--- config.mk ---
export PLATFORM = sky130hd
export DESIGN_NAME = legacy_cfg_regbank
export DESIGN_NICKNAME = d
export VERILOG_FILES = /design/src/rtl/legacy_cfg_pkg.sv /design/src/rtl/cfg_index_decode.sv /design/src/rtl/cfg_global_regs.sv /design/src/rtl/cfg_dev_bank.sv /design/src/rtl/legacy_cfg_regbank.sv
export SDC_FILE = /design/constraint.sdc
export NUM_CORES = 1
export LEC_CHECK = 0
export ABC_CLOCK_PERIOD_IN_PS = 4900
export CAP_MARGIN = 25
export CELL_PAD_IN_SITES_DETAIL_PLACEMENT = 1
export CELL_PAD_IN_SITES_GLOBAL_PLACEMENT = 2
export CORE_MARGIN = 2
export CORE_UTILIZATION = 34
export DETAILED_ROUTE_END_ITERATION = 10
export PLACE_DENSITY_LB_ADDON = 0.1
export REMOVE_ABC_BUFFERS = 1
export SYNTH_ARGS = -nofsm -noshare
export SYNTH_HDL_FRONTEND = slang
export SYNTH_SLANG_ARGS = --single-unit
export TNS_END_PERCENT = 100
--- constraint.sdc ---
create_clock -name clk -period 4.9 [get_ports clk]
set_input_delay 0.735 -clock clk [delete_from_list [all_inputs] [get_ports clk]]
set_output_delay 0.735 -clock clk [all_outputs]
set_load 0.1 [all_outputs]
--- src/rtl/legacy_cfg_pkg.sv ---
package legacy_cfg_pkg;
  localparam int BYTE_W = 8;

  // Global register indices
  localparam logic [BYTE_W-1:0] IX_EXIT    = 8'h02;
  localparam logic [BYTE_W-1:0] IX_LDN     = 8'h07;
  localparam logic [BYTE_W-1:0] IX_PERMIT  = 8'h23;
  localparam logic [BYTE_W-1:0] IX_CLKPM   = 8'h24;
  // Banked register indices
  localparam logic [BYTE_W-1:0] IX_ACT     = 8'h30;
  localparam logic [BYTE_W-1:0] IX_BASE_HI = 8'h60;
  localparam logic [BYTE_W-1:0] IX_BASE_LO = 8'h61;

  typedef enum logic [2:0] {
    SEL_NONE,
    SEL_EXIT,
    SEL_LDN,
    SEL_PERMIT,
    SEL_CLKPM,
    SEL_ACT,
    SEL_BHI,
    SEL_BLO
  } reg_sel_e;
endpackage

--- src/rtl/cfg_index_decode.sv ---
module cfg_index_decode
  import legacy_cfg_pkg::*;
(
  input  logic [BYTE_W-1:0] index,
  output reg_sel_e          sel
);
  always_comb begin
    case (index)
      IX_EXIT:    sel = SEL_EXIT;
      IX_LDN:     sel = SEL_LDN;
      IX_PERMIT:  sel = SEL_PERMIT;
      IX_CLKPM:   sel = SEL_CLKPM;
      IX_ACT:     sel = SEL_ACT;
      IX_BASE_HI: sel = SEL_BHI;
      IX_BASE_LO: sel = SEL_BLO;
      default:    sel = SEL_NONE;
    endcase
  end
endmodule

--- src/rtl/cfg_global_regs.sv ---
module cfg_global_regs
  import legacy_cfg_pkg::*;
#(
  parameter int PERMIT_W = 5
) (
  input  logic                clk,
  input  logic                rst,
  input  logic                wr_en,
  input  reg_sel_e            sel,
  input  logic [BYTE_W-1:0]   wdata,
  output logic [BYTE_W-1:0]   ldn_q,
  output logic [PERMIT_W-1:0] permit_q,
  output logic                susp_q,
  output logic                clk48_q,
  output logic                exit_q,
  output logic [BYTE_W-1:0]   rd_byte
);
  always_ff @(posedge clk) begin
    if (rst) begin
      ldn_q    <= '0;
      permit_q <= '0;
      susp_q   <= 1'b0;
      clk48_q  <= 1'b0;
      exit_q   <= 1'b0;
    end else begin
      exit_q <= wr_en && (sel == SEL_EXIT) && wdata[1];
      if (wr_en) begin
        case (sel)
          SEL_LDN:    ldn_q    <= wdata;
          SEL_PERMIT: permit_q <= wdata[PERMIT_W-1:0];
          SEL_CLKPM: begin
            susp_q  <= wdata[0];
            clk48_q <= wdata[1];
          end
          default: ;
        endcase
      end
    end
  end

  // Read-back of the globals; the exit register is write-only.
  always_comb begin
    case (sel)
      SEL_LDN:    rd_byte = ldn_q;
      SEL_PERMIT: rd_byte = BYTE_W'(permit_q);
      SEL_CLKPM:  rd_byte = {{(BYTE_W-2){1'b0}}, clk48_q, susp_q};
      default:    rd_byte = '0;
    endcase
  end


  exit_single_pulse_chk: assert property (@(posedge clk) disable iff (rst)
    exit_q |=> !exit_q);


  permit_load_chk: assert property (@(posedge clk) disable iff (rst)
    (wr_en && sel == SEL_PERMIT) |=> permit_q == $past(wdata[PERMIT_W-1:0]));


  clk_select_load_chk: assert property (@(posedge clk) disable iff (rst)
    (wr_en && sel == SEL_CLKPM) |=> (clk48_q == $past(wdata[1]) && susp_q == $past(wdata[0])));
endmodule

--- src/rtl/cfg_dev_bank.sv ---
module cfg_dev_bank
  import legacy_cfg_pkg::*;
#(
  parameter int BASE_W = 16
) (
  input  logic              clk,
  input  logic              rst,
  input  logic              we_act,
  input  logic              we_hi,
  input  logic              we_lo,
  input  logic [BYTE_W-1:0] wdata,
  output logic              act_q,
  output logic [BASE_W-1:0] base_q
);
  localparam int HI_W = BASE_W - BYTE_W;

  always_ff @(posedge clk) begin
    if (rst) begin
      act_q  <= 1'b0;
      base_q <= '0;
    end else begin
      if (we_act) act_q <= wdata[0];
      if (we_hi)  base_q[BASE_W-1:BYTE_W] <= wdata[HI_W-1:0];
      if (we_lo)  base_q[BYTE_W-1:0] <= wdata;
    end
  end


  bank_one_write_chk: assert property (@(posedge clk) disable iff (rst)
    $onehot0({we_act, we_hi, we_lo}));


  activate_load_chk: assert property (@(posedge clk) disable iff (rst)
    we_act |=> act_q == $past(wdata[0]));


  base_hold_chk: assert property (@(posedge clk) disable iff (rst)
    !(we_hi || we_lo) |=> $stable(base_q));
endmodule

--- src/rtl/legacy_cfg_regbank.sv ---
module legacy_cfg_regbank
  import legacy_cfg_pkg::*;
#(
  parameter int NDEV     = 6,
  parameter int PERMIT_W = 5,
  parameter int BASE_W   = 16
) (
  input  logic                   clk,
  input  logic                   rst,
  input  logic                   cfg_mode,
  input  logic                   io_wr,
  input  logic                   io_rd,
  input  logic                   io_a0,
  input  logic [7:0]             io_wdata,
  output logic [7:0]             io_rdata,
  output logic                   cfg_exit,
  output logic                   soft_suspend,
  output logic                   clk_sel_48,
  output logic [NDEV-1:0]        dev_en,
  output logic [NDEV*BASE_W-1:0] dev_base
);
  localparam int HI_W = BASE_W - BYTE_W;

  logic              acc_wr, acc_rd, data_wr, ldn_ok;
  logic [BYTE_W-1:0] idx_q, ldn_q, glb_rd;
  logic [PERMIT_W-1:0] permit_q;
  logic [NDEV-1:0]   act_vec, permit_full;
  logic [BASE_W-1:0] base_arr [NDEV];
  logic              bank_act;
  logic [BASE_W-1:0] bank_base;
  reg_sel_e          sel;

  assign acc_wr  = io_wr && cfg_mode;
  assign acc_rd  = io_rd && cfg_mode;
  assign data_wr = acc_wr && io_a0;
  assign ldn_ok  = ldn_q < BYTE_W'(NDEV);

  always_ff @(posedge clk) begin
    if (rst) idx_q <= '0;
    else if (acc_wr && !io_a0) idx_q <= io_wdata;
  end

  cfg_index_decode u_decode (
    .index (idx_q),
    .sel   (sel)
  );

  cfg_global_regs #(.PERMIT_W(PERMIT_W)) u_global (
    .clk      (clk),
    .rst      (rst),
    .wr_en    (data_wr),
    .sel      (sel),
    .wdata    (io_wdata),
    .ldn_q    (ldn_q),
    .permit_q (permit_q),
    .susp_q   (soft_suspend),
    .clk48_q  (clk_sel_48),
    .exit_q   (cfg_exit),
    .rd_byte  (glb_rd)
  );

  for (genvar g = 0; g < NDEV; g++) begin : g_dev
    logic hit;
    assign hit = data_wr && (ldn_q == BYTE_W'(g));

    cfg_dev_bank #(.BASE_W(BASE_W)) u_bank (
      .clk    (clk),
      .rst    (rst),
      .we_act (hit && sel == SEL_ACT),
      .we_hi  (hit && sel == SEL_BHI),
      .we_lo  (hit && sel == SEL_BLO),
      .wdata  (io_wdata),
      .act_q  (act_vec[g]),
      .base_q (base_arr[g])
    );

    assign dev_base[g*BASE_W +: BASE_W] = base_arr[g];

    if (g < PERMIT_W) begin : g_gated
      assign permit_full[g] = permit_q[g];

      permit_gate_chk: assert property (@(posedge clk) disable iff (rst)
        !permit_full[g] |=> !dev_en[g]);
    end else begin : g_free
      assign permit_full[g] = 1'b1;
    end
  end

  always_ff @(posedge clk) begin
    if (rst) dev_en <= '0;
    else     dev_en <= act_vec & permit_full;
  end

  // Banked read-back for the selected device; out-of-range numbers give zero.
  always_comb begin
    bank_act  = 1'b0;
    bank_base = '0;
    for (int i = 0; i < NDEV; i++) begin
      if (ldn_ok && ldn_q == BYTE_W'(i)) begin
        bank_act  = act_vec[i];
        bank_base = base_arr[i];
      end
    end
  end

  always_ff @(posedge clk) begin
    if (rst) begin
      io_rdata <= 8'hFF;
    end else if (io_rd && !cfg_mode) begin
      io_rdata <= 8'hFF;
    end else if (acc_rd) begin
      if (!io_a0) begin
        io_rdata <= idx_q;
      end else begin
        case (sel)
          SEL_ACT: io_rdata <= {{(BYTE_W-1){1'b0}}, bank_act};
          SEL_BHI: io_rdata <= BYTE_W'(bank_base[BASE_W-1 -: HI_W]);
          SEL_BLO: io_rdata <= bank_base[BYTE_W-1:0];
          default: io_rdata <= glb_rd;
        endcase
      end
    end
  end


  locked_read_ff_chk: assert property (@(posedge clk) disable iff (rst)
    (io_rd && !cfg_mode) |=> io_rdata == 8'hFF);


  locked_write_ignored_chk: assert property (@(posedge clk) disable iff (rst)
    (io_wr && !cfg_mode) |=> ($stable(idx_q) && $stable(ldn_q) && $stable(dev_base)));


  reset_clears_chk: assert property (@(posedge clk)
    rst |=> (dev_en == '0 && !clk_sel_48 && !soft_suspend && !cfg_exit && io_rdata == 8'hFF));


  no_read_hold_chk: assert property (@(posedge clk) disable iff (rst)
    !io_rd |=> $stable(io_rdata));
endmodule

# After elaboration in Yosys (flattened, before gate mapping)
# Cells that the tools add are included.
[totals]
ff_bits = 140
output_inout_bits = 113
in_bits = 14
[op_classes]
n_mux = 16
n_reduce_logical = 44
bitwise = 1
eq_ne = 19
n_lt_le_gt_ge = 1
[op_table]
columns = ["op", "count"]
rows = [
  ["$mux 16", 6],
  ["$pmux 8 s3", 2],
  ["$logic_and 1x1->1", 37],
  ["$eq 8x2->1 const B", 3],
  ["$eq 8x3->1 const B", 3],
  ["$eq 8x6->1 const B", 3],
  ["$pmux 3 s7", 1],
  ["$eq 8x7->1 const B", 2],
  ["$eq 3x3->1 const B", 4],
  ["$eq 8x1->1 const B", 1],
  ["$logic_not 8->1", 1],
  ["$lt 8x3->1 const B", 1],
  ["$mux 8", 1],
  ["$and 6x6->6", 1],
  ["$eq 3x2->1 const B", 2],
  ["$mux 1", 6],
  ["$reduce_and 2->1", 3],
  ["$eq 3x1->1 const B", 1],
  ["$logic_not 1->1", 2],
  ["$reduce_or 2->1", 1],
]

# Longest topological paths before layout
[depth]
ltp_word = 10
depth_mapped = 8

# By module
# Synthesis repeated with hierarchy kept, for this count alone.
[hier_totals]
hier_cells = 699
area_unflattened_um2 = 6701.4
[by_module_without_submodules]
columns = ["module", "area_each_um2", "cells_each", "n_inst", "seq_area_each_um2"]
rows = [
  ["cfg_dev_bank", 613.1, 55, 6, 340.3],
  ["legacy_cfg_regbank", 2075.7, 270, 1, 440.4],
  ["cfg_global_regs", 819.5, 80, 1, 320.3],
  ["cfg_index_decode", 127.6, 19, 1, 0.0],
]

# Worst setup path before layout
# OpenSTA, ideal clock, no wires.
[synth_path]
path_type = "input to register"
startpoint = "in io_wr"
endpoint = "reg g_dev[2].u_bank.base_q[0]"
path_stages = 5
required_ns = 4.772
t_arrival_ns = 1.987
path_slack_ns = 2.786
path_cell_list = "nand3_2 nor3b_1 nand3_4 mux2i_1 nor2_1"
[synth_between]
elab_chain_cells = 4
[synth_rtl]
columns = ["item", "line_no", "rtl"]
rows = [
  ["from (decl)", "legacy_cfg_regbank.sv:11", "input logic io_wr,"],
  ["$logic_and 1x1->1", "legacy_cfg_regbank.sv:33", "assign acc_wr = io_wr && cfg_mode;"],
  ["$logic_and 1x1->1", "legacy_cfg_regbank.sv:35", "assign data_wr = acc_wr && io_a0;"],
  ["$logic_and 1x1->1", "legacy_cfg_regbank.sv:64", "assign hit = data_wr && (ldn_q == BYTE_W'(g));"],
  ["$logic_and 1x1->1", "legacy_cfg_regbank.sv:71", ".we_lo (hit && sel == SEL_BLO),"],
  ["to (signal, indexed assignment)", "cfg_dev_bank.sv:23", "if (we_hi) base_q[BASE_W-1:BYTE_W] <= wdata[HI_W-1:0];"],
  ["to (signal, indexed assignment)", "cfg_dev_bank.sv:24", "if (we_lo) base_q[BYTE_W-1:0] <= wdata;"],
  ["to (decl)", "cfg_dev_bank.sv:13", "output logic [BASE_W-1:0] base_q"],
]
# Every way passes these cells.
# A chain may end at the register's enable or synchronous reset.

# Final worst setup path
[layout_path]
startpoint = "in io_a0"
endpoint = "reg g_dev[1].u_bank.base_q[10]"
[layout_between]
elab_chain_cells = 3
[layout_rtl]
columns = ["item", "line_no", "rtl"]
rows = [
  ["from (decl)", "legacy_cfg_regbank.sv:13", "input logic io_a0,"],
  ["$logic_and 1x1->1", "legacy_cfg_regbank.sv:35", ""],
  ["$logic_and 1x1->1", "legacy_cfg_regbank.sv:64", ""],
  ["$logic_and 1x1->1", "legacy_cfg_regbank.sv:70", ".we_hi (hit && sel == SEL_BHI),"],
  ["to (signal, indexed assignment)", "cfg_dev_bank.sv:23", ""],
  ["to (signal, indexed assignment)", "cfg_dev_bank.sv:24", ""],
  ["to (decl)", "cfg_dev_bank.sv:13", ""],
]
# Every way passes these cells.

==> flow_summary.toml <==
[critical_path]
path_cells = "clkdlybuf4s50_1, nand3_2, nor4_4, nand4b_1, mux2i_1, nor2_1"
crit_type = "input pin to flop"
path_buf_inv = 1
cp.depth = 6
startpoint = "io_a0"
required_ns = 5.17
rr_endpoint = "u_global.permit_q[4]$_SDFFE_PP0P_"
worstSetupStartpointType = "input pin"
r2r-start = "idx_q[0]$_SDFFE_PP0P_"
cp_slowest_cell = "clkdlybuf4s50_1"
crit_family = "simple AND/OR/NAND/NOR gates"
slowest_delay_ns = 0.83
r2r_slack_ns = 2.01
crit_path_end = "g_dev[1].u_bank.base_q[10]$_SDFFE_PP0P_"
arrival_ns = 3.57
cp-end-kind = "flop"
r2r_cells = 5
worstPathMaxFanout = 16

[floorplanning]
chipWidth_um = 142
dieArea_um2 = 20200
ios = 127
core_area_um2 = 18700
die_y_um = 142
rows = 50
start_util = 0.348

[power_and_ir_drop]
p_total_mw = 2.55
vdd_drop_max_v = 0.000226
total_leakage_power_nw = 3.36
powerDensity_nw_per_um2 = 302

[sta]
max_slew_margin = 0.280
fin_skew_ns = 0.0139
finalSetupTns_ns = 0
setup_violations = 0
finalHoldViolCount = 0
worst_pin_slew_ns = 1.08
slew_viol_final = 0
fmax_mhz = 304
period_minus_slack_ns = 3.29
post-route-period-util = 0.672
rsz0062_at_grt = "false"

[grt]
grt_usage = 0.242
grt_pass1_vias = 6110
grt_overflow = 0
grt_max_degree = 77
grt_pass1_wl_um = 36900
antenna_found_initial = 0

[drt]
drt_pre_antenna_iters = 5
wl_per_cell_um = 23.1
dr_total_vias = 5944
ant_nets = 0
drc_errors = 0
drt-initial-drc-count = 412
viasPerCell = 5.66
totalWireLength_um = 24300

[clocking]
cts_tree = "yes"
clock_sinks = 140
cts_setup_buffers = 0
path_clk_slew_ns = 0.06
h-tree-depth = 4
cts-buffers-inserted = 17
worst_skew_pair.late_latency_ns = 0.43
cts_hold_buf = 0
cts-root-buf = "clkbuf_16"
ctsResizeCount = 0
max-clock-path-buffers = 2

[placed_design]
port_buffers = 126
routabilityCongestion = 0.876
dpl.hpwl_um = 16900

[synth]
synth_cell_types = 60
synth_seq_area_share = 0.431
synth_cells = 710
yosysTopAreaCell = "dfxtp_1"
ys.flop_type = "dfxtp_1"
synth_most_common_cell = "dfxtp_1"
synthesis.area_um2 = 6500
synth_common_cells = "dfxtp_1, nor2_1, mux2i_1, a21oi_1, clkbuf_1"
syn_area_per_cell_um2 = 9.16
synthArstFlopShare = 0
synth_edf_count = 0
netlist.area_leader.share = 0.431
yosysWarnings = 0
synth-seq-cells = 140
synthTopCellsByArea = "dfxtp_1, mux2i_1, nor2_1"

[job]
cap_violations = 0

[finish]
num_antenna_cells = 0
nFillCells = 2114
area_growth_pct = 30.0
utilization = 0.452
layout-drive-gt1-share = 0.0942
final_nets = 819

[status]
status = "completed"

[min_path]
hold_path.class = "flop to flop"
stage by stage:
| step | setup WS, ns | std cells | area [µm²] | hold slack, ns |
|---|---|---|---|---|
| floorplan | 2.11 | 648 | 6230 | 0.418 |
| finish | 1.61 | 1051 | 8450 | 0.471 |
| CTS | 1.66 | 1050 | 8440 | 0.476 |
| detailed placement | 1.23 | 1019 | 7880 | 0.465 |
| global route | 1.42 | 1051 | 8450 | 0.500 |
| global placement | 1.32 | 1018 | 7870 | 0.455 |
layer usage:
layer / share of wire / wire (µm) / up-vias / global-route usage
met5: 0 / 0 / - / 0
met4: 0.022 / 539 / 0 / 0.0797
met3: 0.044 / 1070 / 37 / 0.0451
met2: 0.48 / 11700 / 167 / 0.408
met1: 0.45 / 11000 / 2993 / 0.313
li1: - / - / 2747 / -
cell type report:
type,instances,area (µm²),area share
Sequential cell,140,2800,0.332
Clock inverter,12,114,0.0135
Multi-Input combinational cell,505,3430,0.406
Timing Repair Buffer,138,1350,0.160
Tap cell,234,293,0.0346
Inverter,3,11.3,0.00133
Clock buffer,19,453,0.0536
worst min-delay path, cell delays in order (launching register included):
cell and delay [ns]:
dfxtp_1 0.32, nand2_1 0.07, nor2_1 0.04
worst min-delay path by stage:
stage                                                 from  cells after the start                                      to
floorplan               g_dev[2].u_bank.act_q$_SDFFE_PP0P_                      2                    dev_en[2]$_SDFF_PP0_
global placement    g_dev[5].u_bank.base_q[2]$_SDFFE_PP0P_                      2  g_dev[5].u_bank.base_q[2]$_SDFFE_PP0P_
detailed placement       u_global.permit_q[2]$_SDFFE_PP0P_                      2                    dev_en[2]$_SDFF_PP0_
CTS                     g_dev[3].u_bank.act_q$_SDFFE_PP0P_                      2                    dev_en[3]$_SDFF_PP0_
global route             u_global.permit_q[1]$_SDFFE_PP0P_                      2                    dev_en[1]$_SDFF_PP0_
finish                   u_global.permit_q[1]$_SDFFE_PP0P_                      2                    dev_en[1]$_SDFF_PP0_
kinds of logic after synthesis:
kind of cell / after synthesis / share of synthesized area
AO/OA/AOI/OAI: 140 / 0.146
buffers and inverters: 65 / 0.0441
flip-flops: 140 / 0.431
multiplexers: 108 / 0.170
AND/OR/NAND/NOR: 257 / 0.209
registers in the layout (all words and copies together), names as in the netlist:
name                 count
u_global.ldn_q           8
u_global.permit_q        5
g_dev.u_bank.base_q     96
u_global.clk48_q         1
dev_en                   6
idx_q                    8
g_dev.u_bank.act_q       6
u_global.exit_q          1
u_global.susp_q          1
io_rdata                 8
cells in the final DEF, fill, tap and decap left out, types with 3 or more instances in the layout:
cell type        netlist  final
o21ai_0               13     13
nor2b_1                9      9
mux2_2                 7      7
nand3_4                6      6
nand2_1               41     41
nor3_2                 4      4
o21a_1                 6      6
clkdlybuf4s50_1        0    125
nor3b_1                4      4
dfxtp_1              140    140
and2_1                 5      5
a221oi_1               6      6
nand4b_1               3      3
nor3_1                 3      3
o21bai_1               6      6
nand2b_1               3      3
a222oi_1              14     14
o21ba_2                5      5
buf_4                  4     13
inv_1                  3      3
or3_1                  3      3
nand3_1               36     36
clkbuf_16              0     17
clkinvlp_4             0      4
inv_6                  0      3
a31oi_1                6      6
a21oi_1               42     42
nor2_1               118    118
a22oi_1                6      6
mux2i_1              100    100
nor4_4                 3      3
o22ai_1               15     15
o21ai_1                6      6
power by group:
part           internal (mW)  total (mW)  switching [mW]
clock                  0.726        1.25           0.529
combinational         0.0353       0.139           0.104
sequential              1.14        1.15         0.00930
(Power assumes the default switching activity.)
